## config.mk

```make
export PLATFORM = sky130hd
export DESIGN_NAME = tx_fault_ctrl
export DESIGN_NICKNAME = d
export VERILOG_FILES = /design/src/rtl/tx_fault_pkg.sv /design/src/rtl/txf_span_counter.sv /design/src/rtl/txf_fault_flags.sv /design/src/rtl/tx_fault_ctrl.sv
export SDC_FILE = /design/constraint.sdc
export NUM_CORES = 1
export LEC_CHECK = 0
export BUFFER_PORTS_ARGS = -buffer_cell sky130_fd_sc_hd__buf_2
export CORE_MARGIN = 2
export CORE_UTILIZATION = 30
export CTS_CLUSTER_SIZE = 14
export DETAILED_ROUTE_END_ITERATION = 8
export GPL_ROUTABILITY_DRIVEN = 1
export PLACE_DENSITY = 0.58
export SLEW_MARGIN = 0
export SYNTH_ARGS = -nofsm -noshare
export SYNTH_HDL_FRONTEND = slang
export SYNTH_SLANG_ARGS = --single-unit
```

## constraint.sdc

```tcl
create_clock -name clk -period 4.05 [get_ports clk]
set_input_delay 0.81 -clock clk [delete_from_list [all_inputs] [get_ports clk]]
set_output_delay 0.81 -clock clk [all_outputs]
set_load 0.01 [all_outputs]
```

## src/rtl/tx_fault_pkg.sv

```systemverilog
package tx_fault_pkg;

  typedef enum logic [2:0] {
    S_IDLE,
    S_SEND,
    S_JAM,
    S_FLUSH,
    S_HBWAIT,
    S_REPORT
  } txf_state_e;

  localparam int FLAG_W  = 5;
  localparam int F_UNDER = 0;
  localparam int F_CARR  = 1;
  localparam int F_RETRY = 2;
  localparam int F_LATE  = 3;
  localparam int F_HBEAT = 4;

endpackage

```

## src/rtl/txf_span_counter.sv

```systemverilog
// Saturating cycle counter: 'last' marks count LIMIT-1, 'past' marks LIMIT reached.
module txf_span_counter #(
  parameter int LIMIT = 8
) (
  input  logic clk,
  input  logic rst,
  input  logic clr,
  input  logic en,
  output logic last,
  output logic past
);
  localparam int W = $clog2(LIMIT + 1);
  localparam logic [W-1:0] TOP = W'(LIMIT);
  localparam logic [W-1:0] PEN = W'(LIMIT - 1);

  logic [W-1:0] cnt;

  always_ff @(posedge clk) begin
    if (rst || clr) begin
      cnt <= '0;
    end else if (en && cnt != TOP) begin
      cnt <= cnt + 1'b1;
    end
  end

  assign last = (cnt == PEN);
  assign past = (cnt == TOP);
endmodule

```

## src/rtl/txf_fault_flags.sv

```systemverilog
// Per-frame fault accumulator; carrier loss is reported only without any collision.
module txf_fault_flags
  import tx_fault_pkg::*;
(
  input  logic              clk,
  input  logic              rst,
  input  logic              clr,
  input  logic              set_under,
  input  logic              set_retry,
  input  logic              set_late,
  input  logic              set_hbeat,
  input  logic              carr_drop,
  input  logic              col_seen,
  output logic [FLAG_W-1:0] status
);
  logic under_q, retry_q, late_q, hbeat_q, carr_q, col_q;

  always_ff @(posedge clk) begin
    if (rst || clr) begin
      under_q <= 1'b0;
      retry_q <= 1'b0;
      late_q  <= 1'b0;
      hbeat_q <= 1'b0;
      carr_q  <= 1'b0;
      col_q   <= 1'b0;
    end else begin
      under_q <= under_q | set_under;
      retry_q <= retry_q | set_retry;
      late_q  <= late_q  | set_late;
      hbeat_q <= hbeat_q | set_hbeat;
      carr_q  <= carr_q  | carr_drop;
      col_q   <= col_q   | col_seen;
    end
  end

  always_comb begin
    status          = '0;
    status[F_UNDER] = under_q;
    status[F_CARR]  = carr_q & ~col_q;
    status[F_RETRY] = retry_q;
    status[F_LATE]  = late_q;
    status[F_HBEAT] = hbeat_q;
  end
endmodule

```

## src/rtl/tx_fault_ctrl.sv

```systemverilog
module tx_fault_ctrl
  import tx_fault_pkg::*;
#(
  parameter int BITS_PER_CLK = 4,
  parameter int SLOT_BITS    = 512,
  parameter int JAM_BITS     = 32,
  parameter int HB_WIN       = 20
) (
  input  logic        clk,
  input  logic        rst,
  input  logic        frm_start,
  input  logic        frm_end,
  input  logic        fifo_underrun,
  input  logic        carrier_sense,
  input  logic        collision,
  input  logic        retry_limit,
  input  logic        buf_done,
  input  logic        buf_last,
  input  logic        full_duplex,
  input  logic        hb_chk_en,
  input  logic        hb_irq_en,
  output logic        force_bad_crc,
  output logic        flush_req,
  output logic        st_valid,
  input  logic        st_ready,
  output logic [4:0]  tx_status,
  output logic        next_frame,
  output logic        hb_irq
);
  localparam int LATE_CYC = SLOT_BITS / BITS_PER_CLK;
  localparam int JAM_CYC  = JAM_BITS / BITS_PER_CLK;

  txf_state_e state, nxt;

  logic in_send, late_past, jam_last, hb_last;
  logic ev_under, ev_retry, ev_late, ev_abort, hb_miss;

  assign in_send  = (state == S_SEND);
  assign ev_under = in_send && fifo_underrun;
  assign ev_retry = in_send && retry_limit;
  assign ev_late  = in_send && collision && late_past;
  assign ev_abort = ev_under || ev_retry || ev_late;
  assign hb_miss  = (state == S_HBWAIT) && hb_last && !collision;

  // frame position since start, for the fixed late-collision threshold
  txf_span_counter #(.LIMIT(LATE_CYC)) u_slot (
    .clk (clk),
    .rst (rst),
    .clr (state == S_IDLE),
    .en  (in_send),
    .last(),
    .past(late_past)
  );

  // length of the CRC-corrupting phase
  txf_span_counter #(.LIMIT(JAM_CYC)) u_jam (
    .clk (clk),
    .rst (rst),
    .clr (state != S_JAM),
    .en  (state == S_JAM),
    .last(jam_last),
    .past()
  );

  // heartbeat window after the frame
  txf_span_counter #(.LIMIT(HB_WIN)) u_hb (
    .clk (clk),
    .rst (rst),
    .clr (state != S_HBWAIT),
    .en  (state == S_HBWAIT),
    .last(hb_last),
    .past()
  );

  txf_fault_flags u_flags (
    .clk      (clk),
    .rst      (rst),
    .clr      ((state == S_IDLE) && frm_start),
    .set_under(ev_under),
    .set_retry(ev_retry),
    .set_late (ev_late),
    .set_hbeat(hb_miss),
    .carr_drop(in_send && !carrier_sense && !full_duplex),
    .col_seen (in_send && collision),
    .status   (tx_status)
  );

  always_comb begin
    nxt = state;
    unique case (state)
      S_IDLE:   if (frm_start) nxt = S_SEND;
      S_SEND: begin
        if (ev_under)      nxt = S_JAM;
        else if (ev_abort) nxt = S_FLUSH;
        else if (frm_end)  nxt = hb_chk_en ? S_HBWAIT : S_REPORT;
      end
      S_JAM:    if (jam_last) nxt = S_FLUSH;
      S_FLUSH:  if (buf_done && buf_last) nxt = S_REPORT;
      S_HBWAIT: if (collision || hb_last) nxt = S_REPORT;
      S_REPORT: if (st_ready) nxt = S_IDLE;
      default:  nxt = S_IDLE;
    endcase
  end

  always_ff @(posedge clk) begin
    if (rst) begin
      state         <= S_IDLE;
      force_bad_crc <= 1'b0;
      flush_req     <= 1'b0;
      st_valid      <= 1'b0;
      next_frame    <= 1'b0;
      hb_irq        <= 1'b0;
    end else begin
      state         <= nxt;
      force_bad_crc <= (nxt == S_JAM);
      flush_req     <= (nxt == S_FLUSH);
      st_valid      <= (nxt == S_REPORT);
      next_frame    <= (state == S_REPORT) && st_ready;
      hb_irq        <= hb_miss && hb_irq_en;
    end
  end
endmodule

```

; Yosys cells after proc, flatten, opt, wreduce, memory -nomap -nowiden
; Cells that the tools add are included.
[word_totals]
regBits = 31
inputBits = 14
output_inout_bits = 10
[classes]
add_sub_neg = 3
eq_ne = 16
muxes = 10
bitwise_logic = 8
reduce_logical = 26
[ops]
columns = operator, count
row1 = $mux 3, 8
row2 = $pmux 3 s6, 1
row3 = $logic_and 1x1->1, 15
row4 = $eq 3x2->1 const B, 4
row5 = $eq 3x3->1 const B, 3
row6 = $add 8x1->8 const B, 1
row7 = $eq 8x8->1 const B, 1
row8 = $ne 8x8->1 const B, 1
row9 = $logic_or 1x1->1, 7
row10 = $or 1x1->1, 6
row11 = $add 5x1->5 const B, 1
row12 = $eq 5x5->1 const B, 1
row13 = $ne 5x5->1 const B, 1
row14 = $add 4x1->4 const B, 1
row15 = $eq 4x3->1 const B, 1
row16 = $ne 4x4->1 const B, 1
row17 = $eq 3x1->1 const B, 1
row18 = $logic_not 1->1, 3
row19 = $logic_not 3->1, 1
row20 = $ne 3x2->1 const B, 1
row21 = $ne 3x3->1 const B, 1
row22 = $and 1x1->1, 1
row23 = $mux 1, 1
row24 = $not 1->1, 1

; Longest topological paths before layout
; Gate-level depths: netlist of run 1.
[logic_depth]
depth_word = 8
ltp_mapped = 6

; By module
; Synthesis of run 1 repeated with hierarchy kept, for this count alone.
[hier_totals]
hier_cells = 182
area_unflattened_um2 = 1660.3
[modules_own_cells]
columns = module, n_inst, cells_each, area_per_inst_um2
row1 = tx_fault_ctrl, 1, 56, 534.3
row2 = txf_span_counter (u_slot), 1, 51, 420.4
row3 = txf_span_counter (u_hb), 1, 31, 282.8
row4 = txf_span_counter (u_jam), 1, 26, 215.2
row5 = txf_fault_flags, 1, 18, 207.7

; Least setup slack after synthesis of run 1
; OpenSTA, ideal clock, no wires.
[synth_path]
kind = register to register
from = register u_slot.cnt[0]
to = register st_valid
t_arrival_ns = 1.647
required_time_ns = 3.917
path_slack_ns = 2.270
stages_incl_launch_ff = 7
path_buffers = 0
cell_sequence = dfxtp_1 -> inv_1 -> ha_1 -> or4b_4 -> o31a_1 -> a311oi_1 -> a211oi_1
[synth_between]
elab_chain_cells = 7
[synth_rtl]
columns = item, line_no
row1 = start: declaration, txf_span_counter.sv:16  ; logic [W-1:0] cnt;
row2 = start signal: assignment, txf_span_counter.sv:22  ; cnt <= cnt + 1'b1;
row3 = $eq 8x8->1, txf_span_counter.sv:27  ; assign past = (cnt == TOP);
row4 = $logic_and 1x1->1, tx_fault_ctrl.sv:41  ; assign ev_late = in_send && collision && late_past;
row5 = $logic_or 1x1->1, tx_fault_ctrl.sv:42  ; assign ev_abort = ev_under || ev_retry || ev_late;
row6 = $mux 3, tx_fault_ctrl.sv:94  ; else if (ev_abort) nxt = S_FLUSH;
row7 = $mux 3, tx_fault_ctrl.sv:93  ; if (ev_under) nxt = S_JAM;
row8 = $pmux 3 s6, tx_fault_ctrl.sv:90  ; unique case (state)
row9 = $eq 3x3->1, tx_fault_ctrl.sv:117  ; st_valid <= (nxt == S_REPORT);
row10 = end signal: assignment, tx_fault_ctrl.sv:117
row11 = end: declaration, tx_fault_ctrl.sv:24  ; output logic st_valid,
; Every way passes these cells.
; A chain may end at the register's enable or synchronous reset.

; Final worst setup path of run 1
; Ends and elaborated chain as after synthesis.

==> metrics.log, run 1 <==
INFO  metric finalCriticalPeriod = around 1900 ps
INFO  metric finalSetupViolCount = 0
INFO  metric maximum_number_of_pins_on_one_net_before_global_route_repair = 13
INFO  metric worst-slew-pin-transition = about 670 ps
INFO  metric grt_pass1_vias = about 1,100
INFO  metric core_area = around 0.0047 mm^2
INFO  metric cts_num_sinks = 31
INFO  metric worst_r2r_path_depth = 6
INFO  metric dp_worst_setup_slack = approximately 2200 ps
INFO  metric cts.reportedPaths.clkPinSlew = 60 ps
INFO  metric critical_path.slowest_cell = or4b_4
INFO  metric layout_commonest_cell = nor2_1
INFO  metric setup.reg_to_reg.worst_slack = approximately 2200 ps
INFO  metric grt_first_pass_wirelength = 4754 um
INFO  metric reg2reg_end = st_valid
INFO  metric clock_latency = ~290 ps
INFO  metric globalplace.congestion = 0.8107
INFO  metric drt_first_pass_iters = 4
INFO  metric drc_errors = 0
INFO  metric report.power.total = around 0.00067 W
INFO  metric grt_use_met3 = 3.117%
INFO  metric drv_cap = 0
INFO  metric path_delay_family = compound AO/OA/AOI/OAI gates
INFO  metric rsz_0062_raised_after_global_routing = no
INFO  metric timing.final.hold_violations = 0
INFO  metric post_cts.repair.setup_buffers = 0
INFO  metric share_of_post_route_cells_with_drive_strength_above_1 = approximately a fifth
INFO  metric hold_path_depth = 2
INFO  metric critical_path_class = flip-flop to flip-flop
INFO  metric synth.area.top_cells = dfxtp_1 42%, nor2_1 8.2%, ha_1 5.1%
INFO  metric yosysSeqAreaShare = a little over two fifths
INFO  metric slew_headroom = between 50% and 60%
INFO  metric outcome = finished clean
INFO  metric final-seq-area = around 620 um^2
INFO  metric post_cts_resize_count = 0
INFO  metric n_fill_cell = 510
INFO  metric finish.net_count = between 200 and 250
INFO  metric floorplan.rows = 25
INFO  metric holdCritStartpoint = u_flags.carr_q
INFO  metric max-vdd-ir-drop = 0.2146 mV
INFO  metric globalRouteMet2Util = 15.97%
INFO  metric ys_async_sr_fraction = 0%
INFO  metric synth.top_cell.area_share = between 40 and 50%
INFO  metric critical_path.cell_chain = inv_1, ha_1, or4b_4, o31a_1, a311oi_1, a211oi_1
INFO  metric initial_core_util = between 30 and 40%
INFO  metric floorplan.die_area = 0.005472 mm^2
INFO  metric hp-class = flip-flop to flip-flop
INFO  metric multi_input_area = between 700 and 800 um^2
INFO  metric vias_per_cell = around 4.5
INFO  metric timing.clock.skew = 5.932 ps
INFO  metric ys_warn_count = 0
INFO  metric timing.critical_path.from_type = flip-flop
INFO  metric rr_startpoint = u_slot.cnt[0]
INFO  metric power.static_leakage = about 0.65 nW
INFO  metric timing.final.crit_share = around 47%
INFO  metric cp_num_cells = 6
INFO  metric biggest_cell_delay_along_the_critical_path = roughly 470 ps
INFO  metric netlist_instances = 168
INFO  metric vias = approximately 1,200
INFO  metric gr-max-usage-layer = met2
INFO  metric die_width = 73.98 um
INFO  metric cts_inserted_buffers = 5
INFO  metric cts-root-buf = clkbuf_8
INFO  metric synthesis.area_per_instance = between 8 and 9 um^2
INFO  metric detail_route.wirelength = around 2800 um
INFO  metric syn_area = approximately 0.0015 mm^2
INFO  metric max_clock_freq = between 0.5 and 0.6 GHz
INFO  metric required = 4220 ps
INFO  metric grt.overflow.total = 0
INFO  metric synth_enable_flop_cells = 0
INFO  metric critical_path.max_fanout = 4
INFO  metric timing_max_transition_violations_final = 0
INFO  metric drt_iter0_drc = slightly above 50
INFO  metric wl_per_cell = ~11 um
INFO  metric power.density = between 300 and 400 mW/mm^2
INFO  metric ios = 24
INFO  metric cts_buffer_depth = 2
INFO  metric synthFlopType = dfxtp_1
INFO  metric grt_antenna_before_repair = 0
INFO  metric synth-seq-cells = 31
INFO  metric synth.lib_cells_used.distinct = 42
INFO  metric synth.largest_area_cell = dfxtp_1
INFO  metric synthesis.nets = 188
INFO  metric dp_hpwl = roughly 2100 um
INFO  metric hold-path-endpoint = u_flags.carr_q
INFO  metric post-route-worst-setup-slack = 2163 ps
INFO  metric fp.dieH = 73.98 um
INFO  metric grt_usage = about an eighth
INFO  metric critical_path.n_buffers_inverters = 1
INFO  metric num_antenna_cells = 0
INFO  metric postRouteAntennaNets = 0
INFO  metric cts_hold_buffers = 0
INFO  metric most-common-layout-cells = 32 x nor2_1, 31 x dfxtp_1, 23 x buf_2
INFO  metric areaGrowthSynthToFinish = 17.04%
INFO  metric grt.met1_usage = between 10% and 20%
INFO  metric h-tree-depth = 2
INFO  metric io_buffers = 23
INFO  metric worstSetupEndpointType = flip-flop
INFO  metric setup-tns-final = 0 ps
INFO  metric worst-endpoint-arrival = between 2000 and 2500 ps
INFO  metric tritoncts = built
[worst reg2reg max path: cells and delay by family, from the launching register on]
family                   cells  cell delay, ps
flip-flops                   1             340
AO/OA/AOI/OAI                3             760
adder cells (fa/ha/maj)      1             130
AND/OR/NAND/NOR              1             470
buffers and inverters        1              70
[power by group]
group	total (W)	switching [W]	internal, W	leakage (nW)
combinational	0.0000746	0.0000413	0.0000333	0.353
clock	0.000267	0.000113	0.000155	0.0515
sequential	0.000326	0.0000119	0.000314	0.251
total	0.000668	0.000166	0.000502	0.655
[final cells by class]
type | instances | area share, %
sequential | 31 | 36.10
timing repair buffer | 23 | 6.696
tap | 67 | 4.876
inverter | 9 | 1.965
multi-input combinational | 119 | 44.54
clock buffer | 8 | 5.822
[layer usage]
| layer | share of wire [%] | wire length, um | up-vias |
|---|---|---|---|
| met5 | 0 | 0 | - |
| met4 | 3.5 | 99 | 0 |
| li1 | - | - | 613 |
| met3 | 5.0 | 143 | 9 |
| met1 | 53 | 1514 | 516 |
| met2 | 38 | 1078 | 27 |
[flip-flops by register name, indices dropped and copies added (netlist names)]
name and flops:
u_flags.hbeat_q 1, st_valid 1, u_flags.late_q 1, u_flags.retry_q 1, u_hb.cnt 5, u_jam.cnt 4
u_flags.under_q 1, u_slot.cnt 8, next_frame 1, state 3, u_flags.col_q 1, hb_irq 1
flush_req 1, u_flags.carr_q 1, force_bad_crc 1
[worst max path at each step]
| stage | from | endpoint |
|---|---|---|
| 4_1_cts | u_slot.cnt[0] | st_valid |
| 6_report | u_slot.cnt[0] | st_valid |
| 2_1_floorplan | u_slot.cnt[0] | st_valid |
| 5_1_grt | state[0] | flush_req |
| 3_3_place_gp | state[0] | flush_req |
| 3_5_place_dp | collision | st_valid |
[stage by stage]
| stage | util (%) | instance area [um^2] | std cells | hold slack (ps) |
|---|---|---|---|---|
| after global placement | 34.28 | 1619 | 249 | 441.3 |
| after global routing | 36.40 | 1719 | 257 | 508.4 |
| after CTS | 36.40 | 1719 | 257 | 466.4 |
| final | 36.40 | 1719 | 257 | 456.3 |
| after detailed placement | 34.28 | 1619 | 249 | 452.4 |
| after floorplan | - | 1469 | 168 | 429.0 |
[cell usage after synthesis (all sizes together) (2+ instances only)]
cell type / n
nor2: 32
xnor2: 7
nand4: 4
clkbuf: 5
o21a: 2
or3b: 2
nand2b: 3
nor3: 5
nand2: 7
o21ai: 2
mux2i: 2
inv: 9
buf: 4
ha: 6
nor3b: 2
xor2: 5
a31oi: 4
nor2b: 4
or3: 2
a21oi: 8
dfxtp: 31
nand3: 3
[cells by family (layout without fill, tap and decap cells)]
| family | after synthesis | in the layout | share of synthesized area [%] |
|---|---|---|---|
| simple gates | 73 | 73 | 26.24 |
| fa+ha+maj | 6 | 6 | 5.111 |
| mux | 3 | 3 | 2.129 |
| flops | 31 | 31 | 42.25 |
| buf+inv | 18 | 40 | 5.622 |
| compound gates | 25 | 25 | 11.50 |
| xor+xnor | 12 | 12 | 7.155 |
Note: power is estimated with default switching activity, not from simulation.
==> run 2, diff against run 1 <==
- clock period: 4.05 -> 1.75 ns (I/O delays scaled with it)
==> run 2 against run 1 <==
Compared with the run above:
- cell area rose by 10%
- the run now ends with negative setup slack left
- sequential power rose by 130%
- via count rose by 7.8%
- global-route usage rose by 0.60 points
- count of clock-buffer cells in the layout did not move
- critical path depth did not move
- final cell count rose by 6.6%
==> metrics.log, run 2 (same netlist as run 1, synthesis figures left out) <==
INFO  metric detail_route.wirelength = 3038 um (was 2836 um)
INFO  metric cts_buffer_depth = 2 (unchanged)
INFO  metric ios = 24 (unchanged)
INFO  metric timing_max_transition_violations_final = 0 (unchanged)
INFO  metric layout_commonest_cell = nor2_1 (unchanged)
INFO  metric cts-root-buf = clkbuf_8 (unchanged)
INFO  metric floorplan.die_area = 0.005472 mm^2 (unchanged)
INFO  metric critical_path.max_fanout = 3 (was 4)
INFO  metric n_fill_cell = 493 (was 510)
INFO  metric drt_first_pass_iters = 4 (unchanged)
INFO  metric grt_pass1_vias = 1,160 (was 1,060)
INFO  metric vias = 1,256 (was 1,165)
INFO  metric rsz_0062_raised_after_global_routing = yes (was no)
INFO  metric finish.net_count = 226 (was 209)
INFO  metric timing.clock.skew = 3.322 ps (was 5.932 ps)
INFO  metric design_area = 0.001893 mm^2 (was 0.001719 mm^2)
INFO  metric grt_usage = 12.31% (was 11.71%)
INFO  metric critical_path.n_buffers_inverters = 1 (unchanged)
INFO  metric number_of_flip_flops_in_the_largest_register = 8 (unchanged)
INFO  metric biggestRegsByFlops = u_slot.cnt x8, u_hb.cnt x5, u_jam.cnt x4 (unchanged)
INFO  metric critical_path.slowest_cell = or4b_4 (unchanged)
INFO  metric grt_antenna_before_repair = 0 (unchanged)
INFO  metric cts_num_sinks = 31 (unchanged)
INFO  metric required = 1960 ps (was 4220 ps)
INFO  metric post-route-worst-setup-slack = -87.78 ps (was 2163 ps)
INFO  metric dp_worst_setup_slack = -20.44 ps (was 2174 ps)
INFO  metric final-seq-area = 621.8 um^2 (was 620.6 um^2)
INFO  metric max-vdd-ir-drop = 0.3851 mV (was 0.2146 mV)
INFO  metric setup.reg_to_reg.worst_slack = -90 ps (was 2160 ps)
INFO  metric worstSetupEndpointType = flip-flop (unchanged)
INFO  metric failed_checks = negative setup slack
INFO  metric postRouteAntennaNets = 0 (unchanged)
INFO  metric drc_errors = 0 (unchanged)
INFO  metric io_buffers = 23 (unchanged)
INFO  metric cts_hold_buffers = 0 (unchanged)
INFO  metric floorplan.rows = 25 (unchanged)
INFO  metric cts_inserted_buffers = 5 (unchanged)
INFO  metric worst-slew-pin-transition = 299.0 ps (was 671.1 ps)
INFO  metric timing.final.hold_violations = 0 (unchanged)
INFO  metric drv_cap = 0 (unchanged)
INFO  metric maximum_number_of_pins_on_one_net_before_global_route_repair = 12 (was 13)
INFO  metric fp.dieH = 73.98 um (unchanged)
INFO  metric h-tree-depth = 2 (unchanged)
INFO  metric hp-class = input port to flip-flop (was flip-flop to flip-flop)
INFO  metric dp_hpwl = 2205 um (was 2098 um)
INFO  metric die_width = 73.98 um (unchanged)
INFO  metric areaGrowthSynthToFinish = 28.88% (was 17.04%)
INFO  metric cts.reportedPaths.clkPinSlew = 60 ps (about the same)
INFO  metric biggest_cell_delay_along_the_critical_path = 460 ps (was 470 ps)
INFO  metric grt.overflow.total = 0 (unchanged)
INFO  metric tritoncts = built (unchanged)
INFO  metric share_of_post_route_cells_with_drive_strength_above_1 = 30.43% (was 20.00%)
INFO  metric power.static_leakage = 0.7504 nW (was 0.6550 nW)
INFO  metric clock_latency = 290 ps (about the same)
INFO  metric most-common-layout-cells = 32 x nor2_1, 30 x dfxtp_1, 23 x buf_2 (was 32 x nor2_1, 31 x dfxtp_1, 23 x buf_2)
INFO  metric globalplace.congestion = 0.7632 (was 0.8107)
INFO  metric initial_core_util = 31.10% (unchanged)
INFO  metric worst-endpoint-arrival = 2050 ps (about the same)
INFO  metric grt_first_pass_wirelength = 5009 um (was 4754 um)
INFO  metric core_area = 0.004723 mm^2 (unchanged)
INFO  metric critical_path.cell_chain = inv_2, ha_4, or4b_4, o31a_1, or3_1, a31oi_1 (was inv_1, ha_1, or4b_4, o31a_1, a311oi_1, a211oi_1)
INFO  metric critical_path_class = flip-flop to flip-flop (unchanged)
INFO  metric vias_per_cell = 4.584 (was 4.533)
INFO  metric timing.critical_path.from_type = flip-flop (unchanged)
INFO  metric slew_headroom = 79.78% (was 55.06%)
INFO  metric path_delay_family = simple AND/OR/NAND/NOR gates (was compound AO/OA/AOI/OAI gates)
INFO  metric finalCriticalPeriod = 1838 ps (was 1887 ps)
INFO  metric wl_per_cell = 11.09 um (was 11.04 um)
INFO  metric finalSetupViolCount = 2 (was 0)
INFO  metric num_antenna_cells = 0 (unchanged)
INFO  metric placedInstanceArea = 0.001739 mm^2 (was 0.001619 mm^2)
INFO  metric max_clock_freq = 0.5441 GHz (was 0.5299 GHz)
INFO  metric drt_iter0_drc = 48 (was 51)
INFO  metric power.density = 840.8 mW/mm^2 (was 388.8 mW/mm^2)
INFO  metric timing.final.crit_share = 105.0% (was 46.60%)
INFO  metric outcome = finished with violations (was finished clean)
INFO  metric report.power.total = 0.001592 W (was 0.0006684 W)
INFO  metric registers.top_by_ff_count = u_slot.cnt (unchanged)
INFO  metric multi_input_area = 810.8 um^2 (was 765.7 um^2)
## run 2: changes by cell type in the layout (fill, tap and decap cells not counted), sizes merged
cell  delta
buf     +17
## run 2: power breakdown
part	total (W)	internal, W	switching [W]
clock network	0.000621	0.000358	0.000263
logic	0.000233	0.000106	0.000127
registers	0.000737	0.000728	0.00000945
## run 2: stage by stage
step	hold slack (ps)	cells	utilization, %	setup TNS [ps]
floorplan	429.0	168	-	0
global placement	445.7	264	36.82	0
detailed placement	451.8	264	36.82	-20.44
CTS	286.8	272	38.94	-63.29
global route	306.9	274	40.08	-308.4
finish	296.0	274	40.08	-145.0
## run 2: area by class of cell
| class | instances | area share [%] |
|---|---|---|
| clock buffers | 8 | 5.287 |
| inverters | 9 | 1.785 |
| multi-input cells | 119 | 42.83 |
| flip-flops and latches | 31 | 32.85 |
| well taps | 67 | 4.428 |
| repair buffers | 40 | 12.82 |
## run 2: repair_timing
item / CTS / global route
resized for setup: 1 / 7
pin swaps: 0 / 7
setup endpoints to repair: 2 / 6
buffers inserted: 0 / 2
## run 2: path summary, 6_finish.rpt
| kind | from | end | cells past startpoint |
|---|---|---|---|
| max reg2reg | u_slot.cnt[0] | state[0] | 6 |
| min reg2reg | u_flags.carr_q | u_flags.carr_q | 2 |
| max | u_slot.cnt[0] | state[0] | 6 |
| min | st_ready | next_frame | 3 |
## run 2: per-layer routing
layer | vias up | wire length (um) | track usage (%)
li1 | 650 | - | -
met1 | 570 | 1512 | 15.56
met2 | 28 | 1275 | 17.96
met3 | 8 | 155 | 3.659
met4 | 0 | 95 | 8.485
met5 | - | 0 | 0
## run 2: worst min-delay path: stages
cell	delay, ps
buf_2	110
nand2_1	50
nor3_1	30
